**src/rtl/sw_alert_nmi_pkg.sv**
```systemverilog
package sw_alert_nmi_pkg;
   localparam int unsigned MUBI_W = 4;
   localparam logic [MUBI_W-1:0] MUBI_FALSE = 4'b1001;
   localparam logic [MUBI_W-1:0] MUBI_TRUE  = 4'b0110;

   localparam logic [4:0] OFS_RECOV  = 5'h00;
   localparam logic [4:0] OFS_FATAL  = 5'h04;
   localparam logic [4:0] OFS_NMI_EN = 5'h08;
   localparam logic [4:0] OFS_NMI_PD = 5'h0C;
   localparam logic [4:0] OFS_ERR    = 5'h10;

   localparam int unsigned NMI_SRCS = 2;
   localparam int unsigned ERR_EVTS = 4;
   localparam int unsigned ERR_POS [ERR_EVTS] = '{0, 8, 9, 10};
endpackage

```
**src/rtl/mubi_trigger.sv**
```systemverilog
module mubi_trigger
   import sw_alert_nmi_pkg::*;
#(
   parameter int unsigned W       = MUBI_W,
   parameter logic [W-1:0] FALSE_C = MUBI_FALSE,
   parameter bit           STICKY  = 1'b0
) (
   input  logic         clk_i,
   input  logic         rst_ni,
   input  logic         wr_i,
   input  logic [W-1:0] wdata_i,
   output logic [W-1:0] val_o,
   output logic         active_o
);
   if (W < 2) begin : g_bad_width
      $error("mubi_trigger: W must be at least 2");
   end

   logic [W-1:0] q;
   assign val_o    = q;
   assign active_o = (q != FALSE_C);

   if (STICKY) begin : g_sticky
      always_ff @(posedge clk_i or negedge rst_ni) begin
         if (!rst_ni)   q <= FALSE_C;
         else if (wr_i) q <= q & wdata_i;
      end
      p_fatal_sticky_r3: assert property (@(posedge clk_i) disable iff (!rst_ni)
         (q != FALSE_C) |=> (q != FALSE_C));
   end else begin : g_selfclr
      always_ff @(posedge clk_i or negedge rst_ni) begin
         if (!rst_ni)            q <= FALSE_C;
         else if (wr_i)          q <= wdata_i;
         else if (q != FALSE_C)  q <= FALSE_C;
      end
      p_recov_selfclear_r2: assert property (@(posedge clk_i) disable iff (!rst_ni)
         (active_o && !wr_i) |=> !active_o);
   end
endmodule

```
**src/rtl/w1c_bank.sv**
```systemverilog
module w1c_bank #(
   parameter int unsigned W = 2
) (
   input  logic         clk_i,
   input  logic         rst_ni,
   input  logic [W-1:0] set_i,
   input  logic [W-1:0] clr_i,
   output logic [W-1:0] q_o
);
   if (W < 1) begin : g_bad_width
      $error("w1c_bank: W must be at least 1");
   end

   always_ff @(posedge clk_i or negedge rst_ni) begin
      if (!rst_ni) q_o <= '0;
      else         q_o <= (q_o & ~clr_i) | set_i;
   end

   p_hw_set_wins_r7: assert property (@(posedge clk_i) disable iff (!rst_ni)
      (set_i != '0) |=> ((q_o & $past(set_i)) == $past(set_i)));
endmodule

```
**src/rtl/sw_alert_nmi_regs.sv**
```systemverilog
module sw_alert_nmi_regs
   import sw_alert_nmi_pkg::*;
#(
   parameter int unsigned DW = 32,
   parameter int unsigned AW = 5
) (
   input  logic          clk_i,
   input  logic          rst_ni,
   input  logic          bus_req_i,
   input  logic          bus_we_i,
   input  logic [AW-1:0] bus_addr_i,
   input  logic [DW-1:0] bus_wdata_i,
   output logic [DW-1:0] bus_rdata_o,
   input  logic          nmi_alert_set_i,
   input  logic          nmi_wdog_set_i,
   input  logic          err_bus_intg_i,
   input  logic          err_rsp_intg_i,
   input  logic          err_core_fatal_i,
   input  logic          err_core_recov_i,
   output logic          alert_recov_o,
   output logic          alert_fatal_o,
   output logic          nmi_o
);
   if (DW < 11) begin : g_bad_dw
      $error("sw_alert_nmi_regs: DW must hold status bit 10");
   end
   if (AW < 5) begin : g_bad_aw
      $error("sw_alert_nmi_regs: AW must reach offset 0x10");
   end

   logic wr;
   logic wr_recov, wr_fatal, wr_en, wr_pd, wr_err;
   assign wr       = bus_req_i && bus_we_i;
   assign wr_recov = wr && (bus_addr_i == AW'(OFS_RECOV));
   assign wr_fatal = wr && (bus_addr_i == AW'(OFS_FATAL));
   assign wr_en    = wr && (bus_addr_i == AW'(OFS_NMI_EN));
   assign wr_pd    = wr && (bus_addr_i == AW'(OFS_NMI_PD));
   assign wr_err   = wr && (bus_addr_i == AW'(OFS_ERR));

   logic [MUBI_W-1:0] recov_q, fatal_q;

   mubi_trigger #(.STICKY(1'b0)) u_recov (
      .clk_i, .rst_ni, .wr_i(wr_recov), .wdata_i(bus_wdata_i[MUBI_W-1:0]),
      .val_o(recov_q), .active_o(alert_recov_o));

   mubi_trigger #(.STICKY(1'b1)) u_fatal (
      .clk_i, .rst_ni, .wr_i(wr_fatal), .wdata_i(bus_wdata_i[MUBI_W-1:0]),
      .val_o(fatal_q), .active_o(alert_fatal_o));

   // NMI enables: write-1-set only
   logic [NMI_SRCS-1:0] en_q;
   always_ff @(posedge clk_i or negedge rst_ni) begin
      if (!rst_ni)    en_q <= '0;
      else if (wr_en) en_q <= en_q | bus_wdata_i[NMI_SRCS-1:0];
   end

   p_en_keep_r5: assert property (@(posedge clk_i) disable iff (!rst_ni)
      (en_q != '0) |=> ((en_q & $past(en_q)) == $past(en_q)));

   logic [NMI_SRCS-1:0] pd_q, pd_clr;
   assign pd_clr = wr_pd ? bus_wdata_i[NMI_SRCS-1:0] : '0;

   w1c_bank #(.W(NMI_SRCS)) u_pend (
      .clk_i, .rst_ni, .set_i({nmi_wdog_set_i, nmi_alert_set_i}),
      .clr_i(pd_clr), .q_o(pd_q));

   assign nmi_o = |(en_q & pd_q);

   p_nmi_needs_pend_r8: assert property (@(posedge clk_i) disable iff (!rst_ni)
      (pd_q == '0) |-> !nmi_o);

   // Error status: compact storage, scattered bit positions
   logic [ERR_EVTS-1:0] err_set, err_clr, err_q;
   assign err_set = {err_core_recov_i, err_core_fatal_i, err_rsp_intg_i, err_bus_intg_i};
   for (genvar i = 0; i < ERR_EVTS; i++) begin : g_err_map
      assign err_clr[i] = wr_err && bus_wdata_i[ERR_POS[i]];
   end

   w1c_bank #(.W(ERR_EVTS)) u_err (
      .clk_i, .rst_ni, .set_i(err_set), .clr_i(err_clr), .q_o(err_q));

   logic [DW-1:0] err_word;
   always_comb begin
      err_word = '0;
      for (int i = 0; i < ERR_EVTS; i++) err_word[ERR_POS[i]] = err_q[i];
   end

   always_comb begin
      bus_rdata_o = '0;
      unique case (bus_addr_i)
         AW'(OFS_RECOV):  bus_rdata_o[MUBI_W-1:0]   = recov_q;
         AW'(OFS_FATAL):  bus_rdata_o[MUBI_W-1:0]   = fatal_q;
         AW'(OFS_NMI_EN): bus_rdata_o[NMI_SRCS-1:0] = en_q;
         AW'(OFS_NMI_PD): bus_rdata_o[NMI_SRCS-1:0] = pd_q;
         AW'(OFS_ERR):    bus_rdata_o               = err_word;
         default:         bus_rdata_o               = '0;
      endcase
   end

   p_err_reserved_r10: assert property (@(posedge clk_i) disable iff (!rst_ni)
      (bus_addr_i == AW'(OFS_ERR)) |-> ((bus_rdata_o & ~DW'(32'h701)) == '0));

   logic unused_wdata;
   assign unused_wdata = ^bus_wdata_i;
endmodule

```
**config.mk**
```make
export PLATFORM = sky130hd
export DESIGN_NAME = sw_alert_nmi_regs
export DESIGN_NICKNAME = d
export VERILOG_FILES = /design/src/rtl/sw_alert_nmi_pkg.sv /design/src/rtl/mubi_trigger.sv /design/src/rtl/w1c_bank.sv /design/src/rtl/sw_alert_nmi_regs.sv
export SDC_FILE = /design/constraint.sdc
export NUM_CORES = 1
export LEC_CHECK = 0
export ABC_AREA = 1
export BUFFER_PORTS_ARGS = -buffer_cell sky130_fd_sc_hd__buf_4
export CAP_MARGIN = 15
export CORE_MARGIN = 4
export CORE_UTILIZATION = 42
export CTS_BUF_LIST = sky130_fd_sc_hd__clkbuf_16
export DETAILED_ROUTE_END_ITERATION = 8
export PLACE_DENSITY = 0.85
export SYNTH_ARGS = -nofsm -noshare
export SYNTH_HDL_FRONTEND = slang
export SYNTH_SLANG_ARGS = --single-unit
export TNS_END_PERCENT = 1
```
**constraint.sdc**
```tcl
create_clock -name clk_i -period 1.7 [get_ports clk_i]
set_input_delay 0.255 -clock clk_i [delete_from_list [all_inputs] [get_ports clk_i]]
set_output_delay 0.255 -clock clk_i [all_outputs]
set_load 0.05 [all_outputs]
```
### Word level (Yosys, flattened, before mapping)

Cells that the tools add are included.

| cells by class | value |
|---|---|
| muxes and demuxes | 6 |
| reduce and logical (&&, ||, !) cells | 13 |
| bitwise operators | 9 |
| equal/unequal tests | 6 |

Operators with widths:

| operator | count |
|---|---|
| == test 5 x 4 -> 1 bit, second input constant | 2 |
| logical AND 1 bit | 10 |
| one-hot mux 2 bit (5 select lines) | 1 |
| AND 4 bit | 2 |
| 2-to-1 mux 4 bit | 2 |
| inequality test 4 bit, second input constant | 2 |
| 2-to-1 mux 7 bit | 1 |
| == test 5 x 3 -> 1 bit, second input constant | 1 |
| == test 5 bit, second input constant | 1 |
| zero test 5 bit | 1 |
| AND 2 bit | 2 |
| NOT 4 bit | 1 |
| OR 2 bit | 2 |
| OR 4 bit | 1 |
| one-hot mux 2 bit (2 select lines) | 1 |
| 2-to-1 mux 2 bit | 1 |
| NOT 2 bit | 1 |
| nonzero test 2 bit | 1 |
| OR reduction 2 bit | 1 |

| storage, ports and cells | value |
|---|---|
| logic and storage cells | 39 |
| bits in registers | 16 |
| bits of input ports | 47 |
| output and inout port bits | 35 |

### Logic depth before layout (Yosys ltp)

Gate-level depths: netlist of the first run.

| logic depth | value |
|---|---|
| depth after elaboration | 6 |
| depth in mapped cells | 7 |
| depth with buffers taken out | 7 |

### Hierarchy

Synthesis of the first run repeated with hierarchy kept, for this count alone.

| second synthesis, totals | value |
|---|---|
| cells, all modules | 150 |
| area total of the unflattened synthesis | 1146.1 µm² |

By module, submodules not included:

| module | instances | cells an instance | seq. area each (µm²) | area an instance (µm²) |
|---|---|---|---|---|
| sw_alert_nmi_regs | 1 | 83 | 50.0 | 586.8 |
| mubi_trigger at u_fatal | 1 | 21 | 102.6 | 171.4 |
| w1c_bank at u_err | 1 | 20 | 100.1 | 160.2 |
| mubi_trigger at u_recov | 1 | 16 | 102.6 | 147.6 |
| w1c_bank at u_pend | 1 | 10 | 50.0 | 80.1 |

### Worst setup path after synthesis of the first run

OpenSTA, ideal clock, no wires.

| timing path | value |
|---|---|
| kind | register to output |
| from | register u_fatal.q[3], in the netlist u_fatal.val_o[3] |
| to | output port bus_rdata_o[3] |
| data required time | 1445 ps |
| arrival | 1646 ps |
| path slack | -201 ps |
| cell stages (with the launch flop) | 3 |
| cell sequence | dfstp_2 inv_1 o21ai_0 |

| between the ends | value |
|---|---|
| word-level cells in the longest chain between the ends | 1 |

RTL lines:

| item | line | text |
|---|---|---|
| start: declaration | mubi_trigger.sv:19 | `logic [W-1:0] q;` |
| start signal: assignment | mubi_trigger.sv:26 | `else if (wr_i) q <= q & wdata_i;` |
| one-hot mux 2 bit (2 select lines) | sw_alert_nmi_regs.sv:90 | `unique case (bus_addr_i)` |
| end: declaration | sw_alert_nmi_regs.sv:13 | `output logic [DW-1:0] bus_rdata_o,` |

Every way passes these cells.

### Worst setup path in the final report of the first run

| timing path | value |
|---|---|
| from | register u_fatal.q[0], in the netlist u_fatal.val_o[0] |
| to | output port bus_rdata_o[0] |

| between the ends | value |
|---|---|
| word-level cells in the longest chain between the ends | 1 |

RTL lines:

| item | line |
|---|---|
| one-hot mux 2 bit (5 select lines) | sw_alert_nmi_regs.sv:90 |

Every way passes these cells.

==> results of run 1 <==
[power breakdown]
part           switching (mW)  internal (mW)  leakage, nW
logic                   0.221         0.0668        0.565
clock network           0.151          0.312       0.0423
registers              0.0103          0.401        0.169
total                   0.383          0.780        0.776
[Yosys cell counts (all sizes together)]
cell    number  area, um2
nand2       26      107.6
buf         25      187.7
inv         23      86.33
nor2        16      106.4
dfrtp       12      300.3
nand3        9      45.04
nand4        8      50.05
dfstp        4      105.1
a21oi        3      15.01
a21o         2      15.01
o21ai        2      10.01
a21boi       1      7.510
a22o         1      8.760
conb         1      3.750
[worst paths after layout]
kind | from | depth (start not counted) | slack [ps] | to
max | u_fatal.val_o[0] | 5 | 190 | bus_rdata_o[0]
min in group asynchronous | rst_ni | 2 | 390 | u_err.q_o[1]
max in group asynchronous | rst_ni | 2 | 1060 | u_fatal.val_o[0]
min | err_core_recov_i | 3 | 180 | u_err.q_o[3]
max reg2reg | u_fatal.val_o[0] | 1 | 920 | u_fatal.val_o[0]
min reg2reg | u_err.q_o[3] | 2 | 470 | u_err.q_o[3]
[registers in the layout (all words and copies together), names as in the netlist]
register and count:
u_err.q_o 4, u_fatal.val_o 4, u_recov.val_o 4, en_q 2, u_pend.q_o 2
[cells by family after synthesis]
family          count (synthesis)
buf+inv                        48
compound gates                  9
flops                          16
other cells                     1
simple gates                   59
[per-layer routing]
layer  vias up  global-route usage (%)  wire, um  share of wire (%)
met5         -                       0         0                  0
met4         0                   8.940        55                2.5
met3         5                   4.232       285                 13
met2        57                   22.42       993                 45
met1       398                   16.16       857                 39
li1        432                       -         -                  -
[layout by cell type, fill, tap and decap left out]
cell           Yosys  layout
nor2_2             6       6
o21ai_0            2       2
buf_4             25      31
dfstp_2            4       4
a21o_1             2       2
a21boi_1           1       1
dfrtp_1           12      12
conb_1             1      25
nor2_4             2       2
nor2_8             1       1
a22o_1             1       1
nand4_1            8       8
nand2_2            1       1
nor2_1             7       7
clkbuf_16          0       3
nand3_1            9       9
inv_1             20      21
nand2_4            1       1
nand2_1           24      24
a21oi_1            3       3
dlygate4sd3_1      0       1
inv_2              3       3
[worst max-delay path, cell delays in order (launching register included)]
cell,delay [ps]
dfstp_2,550
nand4_1,100
nand2_1,70
nor2_1,50
nand2_1,50
buf_4,190
[through the flow]
step | cell area, um2 | worst slack (ps) | setup TNS, ps | cells
3_5_place_dp | 1219 | 239.8 | 0 | 191
3_3_place_gp | 1219 | 283.1 | 0 | 191
5_1_grt | 1308 | 106.4 | 0 | 196
4_1_cts | 1308 | 175.6 | 0 | 196
6_report | 1308 | 186.9 | 0 | 196
2_1_floorplan | 1139 | -201.0 | -398.6 | 157
[area by class of cell]
class | count | area (um2) | share of cell area [%]
multi-input cells | 93 | 459.2 | 35.12
flip-flops and latches | 16 | 405.4 | 31.00
repair buffers | 32 | 242.7 | 18.56
inverters | 23 | 86.33 | 6.603
clock buffers | 3 | 75.07 | 5.742
well taps | 28 | 35.03 | 2.679
clock inverters | 1 | 3.754 | 0.2871
==> flow_summary.yaml, run 1 <==
floorplanning:
  die_w_um: 57.97
  fp-row-count: 17
  core_area_um2: 2297
  dieHeight_um: 57.97
  initial_core_util_pct: 45.64
  ios: 82
  dieArea_um2: 3360
route:
  drt_wl_total_um: 2190
  drt_iter0_drc: 18
  first_pass_iters: 4
  vias: 892
  route.detailed.drc: 0
  antenna_left: 0
  wire_per_inst_um: 11.17
  vias_per_cell: 4.551
critical_path:
  critPathArrivalTime_ps: 1260
  critPathMaxFanout: 3
  crit_path_end_kind: "output port"
  worst_setup_path_start_kind: "register"
  critPathRequiredTime_ps: 1440
  critical_path_class: "register to output port"
logic_synthesis:
  synth.area.mux_share_pct: 0
  synthesis.area_um2: 1049
  synthSimpleGateAreaFrac_pct: 29.47
  yosysWarnings: 0
  postSynthCellCount: 133
  syn_area_per_cell_um2: 7.884
  synth_cell_types: 20
  synth_compound_area_share_pct: 5.370
  synth_top_family_by_area: "simple AND/OR/NAND/NOR gates"
  synth-seq-cells: 16
  synth_xor_area_share_pct: 0
  synth_fa_ha_area_share_pct: 0
  ys_seq_area_share_pct: 38.66
grt:
  grt.overflow.total: 0
  antenna_found_initial: 0
  grt_pass1_wl_um: 3560
  grt_util_all_layers_pct: 14.00
  grt_pass1_vias: 837
  grt_max_degree: 17
clock_tree:
  cts_root_buf: "clkbuf_16"
  insertion_delay_ps: 250
  postCtsSetupRepairBufs: 0
  clk_pin_slew_worst_paths_ps: 50
  cts_tree: "done"
  cts_hold_buf: 1
  clock_path_buffers: 2
  numCtsBuffers: 3
  htreeDepth: 1
  cts_resized: 0
  cts_num_sinks: 16
power_and_ir_drop:
  peakVddDrop_mv: 0.5537
  power_mw: 1.162
  p_leak_nw: 0.7763
  pwr_density_cell_nw_per_um2: 889.1
timing:
  fmax_mhz: 660.9
  holdWs_ps: 184.1
  final_hold_viol_count: 0
  rsz0062_at_grt: "no"
  skew_ps: 0
  finalSetupViolCount: 0
  timing.final.crit_period_ps: 1513
  timing.final.crit_share_pct: 89.01
  slew_viol_final: 0
place:
  place_congestion: 0.7659
  io_buffers: 31
  place.detailed.hpwl_um: 1831
min_path:
  hp-class: "input port to register"
final_layout:
  final_layout_size_suffix_gt1_share_pct: 30.95
  fin_nets: 216
  syn_to_final_growth_pct: 24.70
  fill_cells: 206
  postLayoutCoreUtil_pct: 56.92
  antenna_cells: 0
outcome:
  status: "completed"
flow_run:
  cap_violations: 0
No activity file was read; power rests on OpenSTA's default activity.
==> inputs of run 2 (changes only) <==
Settings changed: RECOVER_POWER set to 100.
==> run 2 against run 1 <==
  * Hold slack about the same
  * Sequential share of layout area increased by 1.1 points
  * Via count up 0.11%
  * Critical endpoint is now bus_rdata_o[3]
  * Wire length up 0.64%
  * Sequential power is essentially flat
  * Utilization is 1.9 points lower
  * Fmax is 3.2% lower
  * Final area shrank 3.3%
  * Total power shrank 0.92%
  * Highest routed layer unchanged
  * Non-clock buffer count unchanged
  * Clock skew unchanged
  * Largest cell class unchanged
  * Final cell count unchanged
==> flow_summary.yaml, run 2 (synthesis gave the netlist of run 1 again) <==
clock_tree:
  insertion_delay_ps: 250
  cts_resized: 0
  cts_tree: "done"
  htreeDepth: 1
  cts_root_buf: "clkbuf_16"
  clock_path_buffers: 2
  clk_pin_slew_worst_paths_ps: 50
  cts_num_sinks: 16
  numCtsBuffers: 3
timing:
  slew_viol_final: 0
  fmax_mhz: 639.5
  timing.final.crit_period_ps: 1564
  final_hold_viol_count: 0
  worst_slew_pin_slew_ps: 825.7
  timing.final.crit_share_pct: 91.99
  rsz0062_at_grt: "no"
  finalSetupViolCount: 0
  skew_ps: 0
  relSlewSlack_pct: 44.95
  fin_tns_setup_ps: 0
grt:
  grt_pass1_wl_um: 3560
  grt_util_all_layers_pct: 14.00
  grt.overflow.total: 0
  grt_pass1_vias: 837
  antenna_found_initial: 0
  grt_max_degree: 17
floorplanning:
  ios: 82
  fp-row-count: 17
  dieHeight_um: 57.97
  initial_core_util_pct: 45.64
  dieArea_um2: 3360
  core_area_um2: 2297
  die_w_um: 57.97
power_and_ir_drop:
  swShare_pct: 33.04
  clkPwrFrac_pct: 40.2
  seqPwrFrac_pct: 35.7
  pwr_density_cell_nw_per_um2: 911.4
  p_leak_nw: 0.7600
  peakVddDrop_mv: 0.5524
  cell_internal_pwr_mw: 0.7712
  p_switching_mw: 0.3806
  comb_power_share_pct: 24.1
flow_run:
  cap_violations: 0
route:
  wire_per_inst_um: 11.24
  drt_iter0_drc: 10
  antenna_left: 0
  first_pass_iters: 6
  vias_per_cell: 4.556
  vias: 893
  drt_wl_total_um: 2204
  route.detailed.drc: 0
place:
  placed_cells: 191
  place_congestion: 0.7659
  place.detailed.hpwl_um: 1831
  placed_cell_area_um2: 1219
  io_buffers: 31
final_layout:
  syn_to_final_growth_pct: 20.52
  fin_nets: 216
  stdcell_area_um2: 1264
  final_layout_size_suffix_gt1_share_pct: 26.19
  antenna_cells: 0
  fin_cells: 196
  final_cell_mix: "25 x nand2_1, 25 x conb_1, 21 x inv_1"
critical_path:
  cp_num_buf_inv: 2
  crit_path_end_kind: "output port"
  critPathRequiredTime_ps: 1440
  crit_path_max_incr_delay_ps: 530
  worst_setup_path_start_kind: "register"
  cp_top_family: "flip-flops"
  crit_path_cell_trace: "inv_1 > o21ai_0 > clkbuf_2"
  cp_slowest_cell: "dfstp_2"
  critical_path_class: "register to output port"
  critPathMaxFanout: 2
  critPathArrivalTime_ps: 1310
outcome:
  status: "completed"
min_path:
  hp-class: "input port to register"
==> run 2: changes by cell type in the layout (fill, tap and decap cells not counted) <==
cell | previous run | this run
buf_2 | 0 | 1
buf_4 | 31 | 20
clkbuf_2 | 0 | 7
nor2_2 | 6 | 2
nand2_2 | 1 | 0
nand2_1 | 24 | 25
clkbuf_1 | 0 | 3
nor2_1 | 7 | 11
==> run 2: routing by layer <==
layer / global-route usage (%) / vias to the layer above / part of all wire [%]
met5: 0 / - / 0
met4: 8.940 / 0 / 2.5
met3: 4.232 / 5 / 13
met2: 22.42 / 61 / 45
met1: 16.16 / 396 / 40
li1: - / 431 / -
==> run 2: worst paths after layout <==
| path | startpoint | endpoint | cells after the start | slack [ps] |
|---|---|---|---|---|
| setup reg to reg | u_fatal.val_o[0] | u_fatal.val_o[0] | 1 | 920 |
| hold reg to reg | u_fatal.val_o[3] | u_fatal.val_o[3] | 2 | 470 |
| setup / recovery | u_fatal.val_o[3] | bus_rdata_o[3] | 3 | 140 |
| min in group asynchronous | rst_ni | u_err.q_o[1] | 2 | 610 |
| max in group asynchronous | rst_ni | u_fatal.val_o[1] | 2 | 570 |
| hold / removal | err_core_recov_i | u_err.q_o[3] | 3 | 180 |
==> run 2: final cells by class <==
| cell class | count | area (um2) |
|---|---|---|
| Clock buffer | 3 | 75.07 |
| Clock inverter | 1 | 3.754 |
| Fill cell | 218 | 1033 |
| Inverter | 23 | 86.33 |
| Multi-Input combinational cell | 93 | 446.7 |
| Sequential cell | 16 | 405.4 |
| Tap cell | 28 | 35.03 |
| Timing Repair Buffer | 32 | 211.5 |
==> run 2: what timing repair did <==
action | CTS | global route
hold buffers | 1 | 0
hold endpoints to repair | 12 | 0
setup buffers | 0 | 0
==> run 2: power groups by stage <==
stage          Combinational [mW]  Sequential (mW)  Clock [mW]
2_1_floorplan               0.252            0.414           0
3_3_place_gp                0.281            0.416           0
3_5_place_dp                0.286            0.416           0
4_1_cts                     0.289            0.411       0.470
5_1_grt                     0.296            0.413       0.486
6_report                    0.278            0.411       0.463
==> run 2: per-stage QoR <==
stage	util [%]	hold WS [ps]	setup WS (ps)	power (mW)
2_1_floorplan	-	-40.59	-201.0	0.6660
3_3_place_gp	53.05	119.1	283.1	0.6969
4_1_cts	56.92	182.8	175.6	1.170
3_5_place_dp	53.05	123.5	239.8	0.7025
5_1_grt	55.01	194.5	57.35	1.195
6_report	55.01	184.1	136.2	1.152
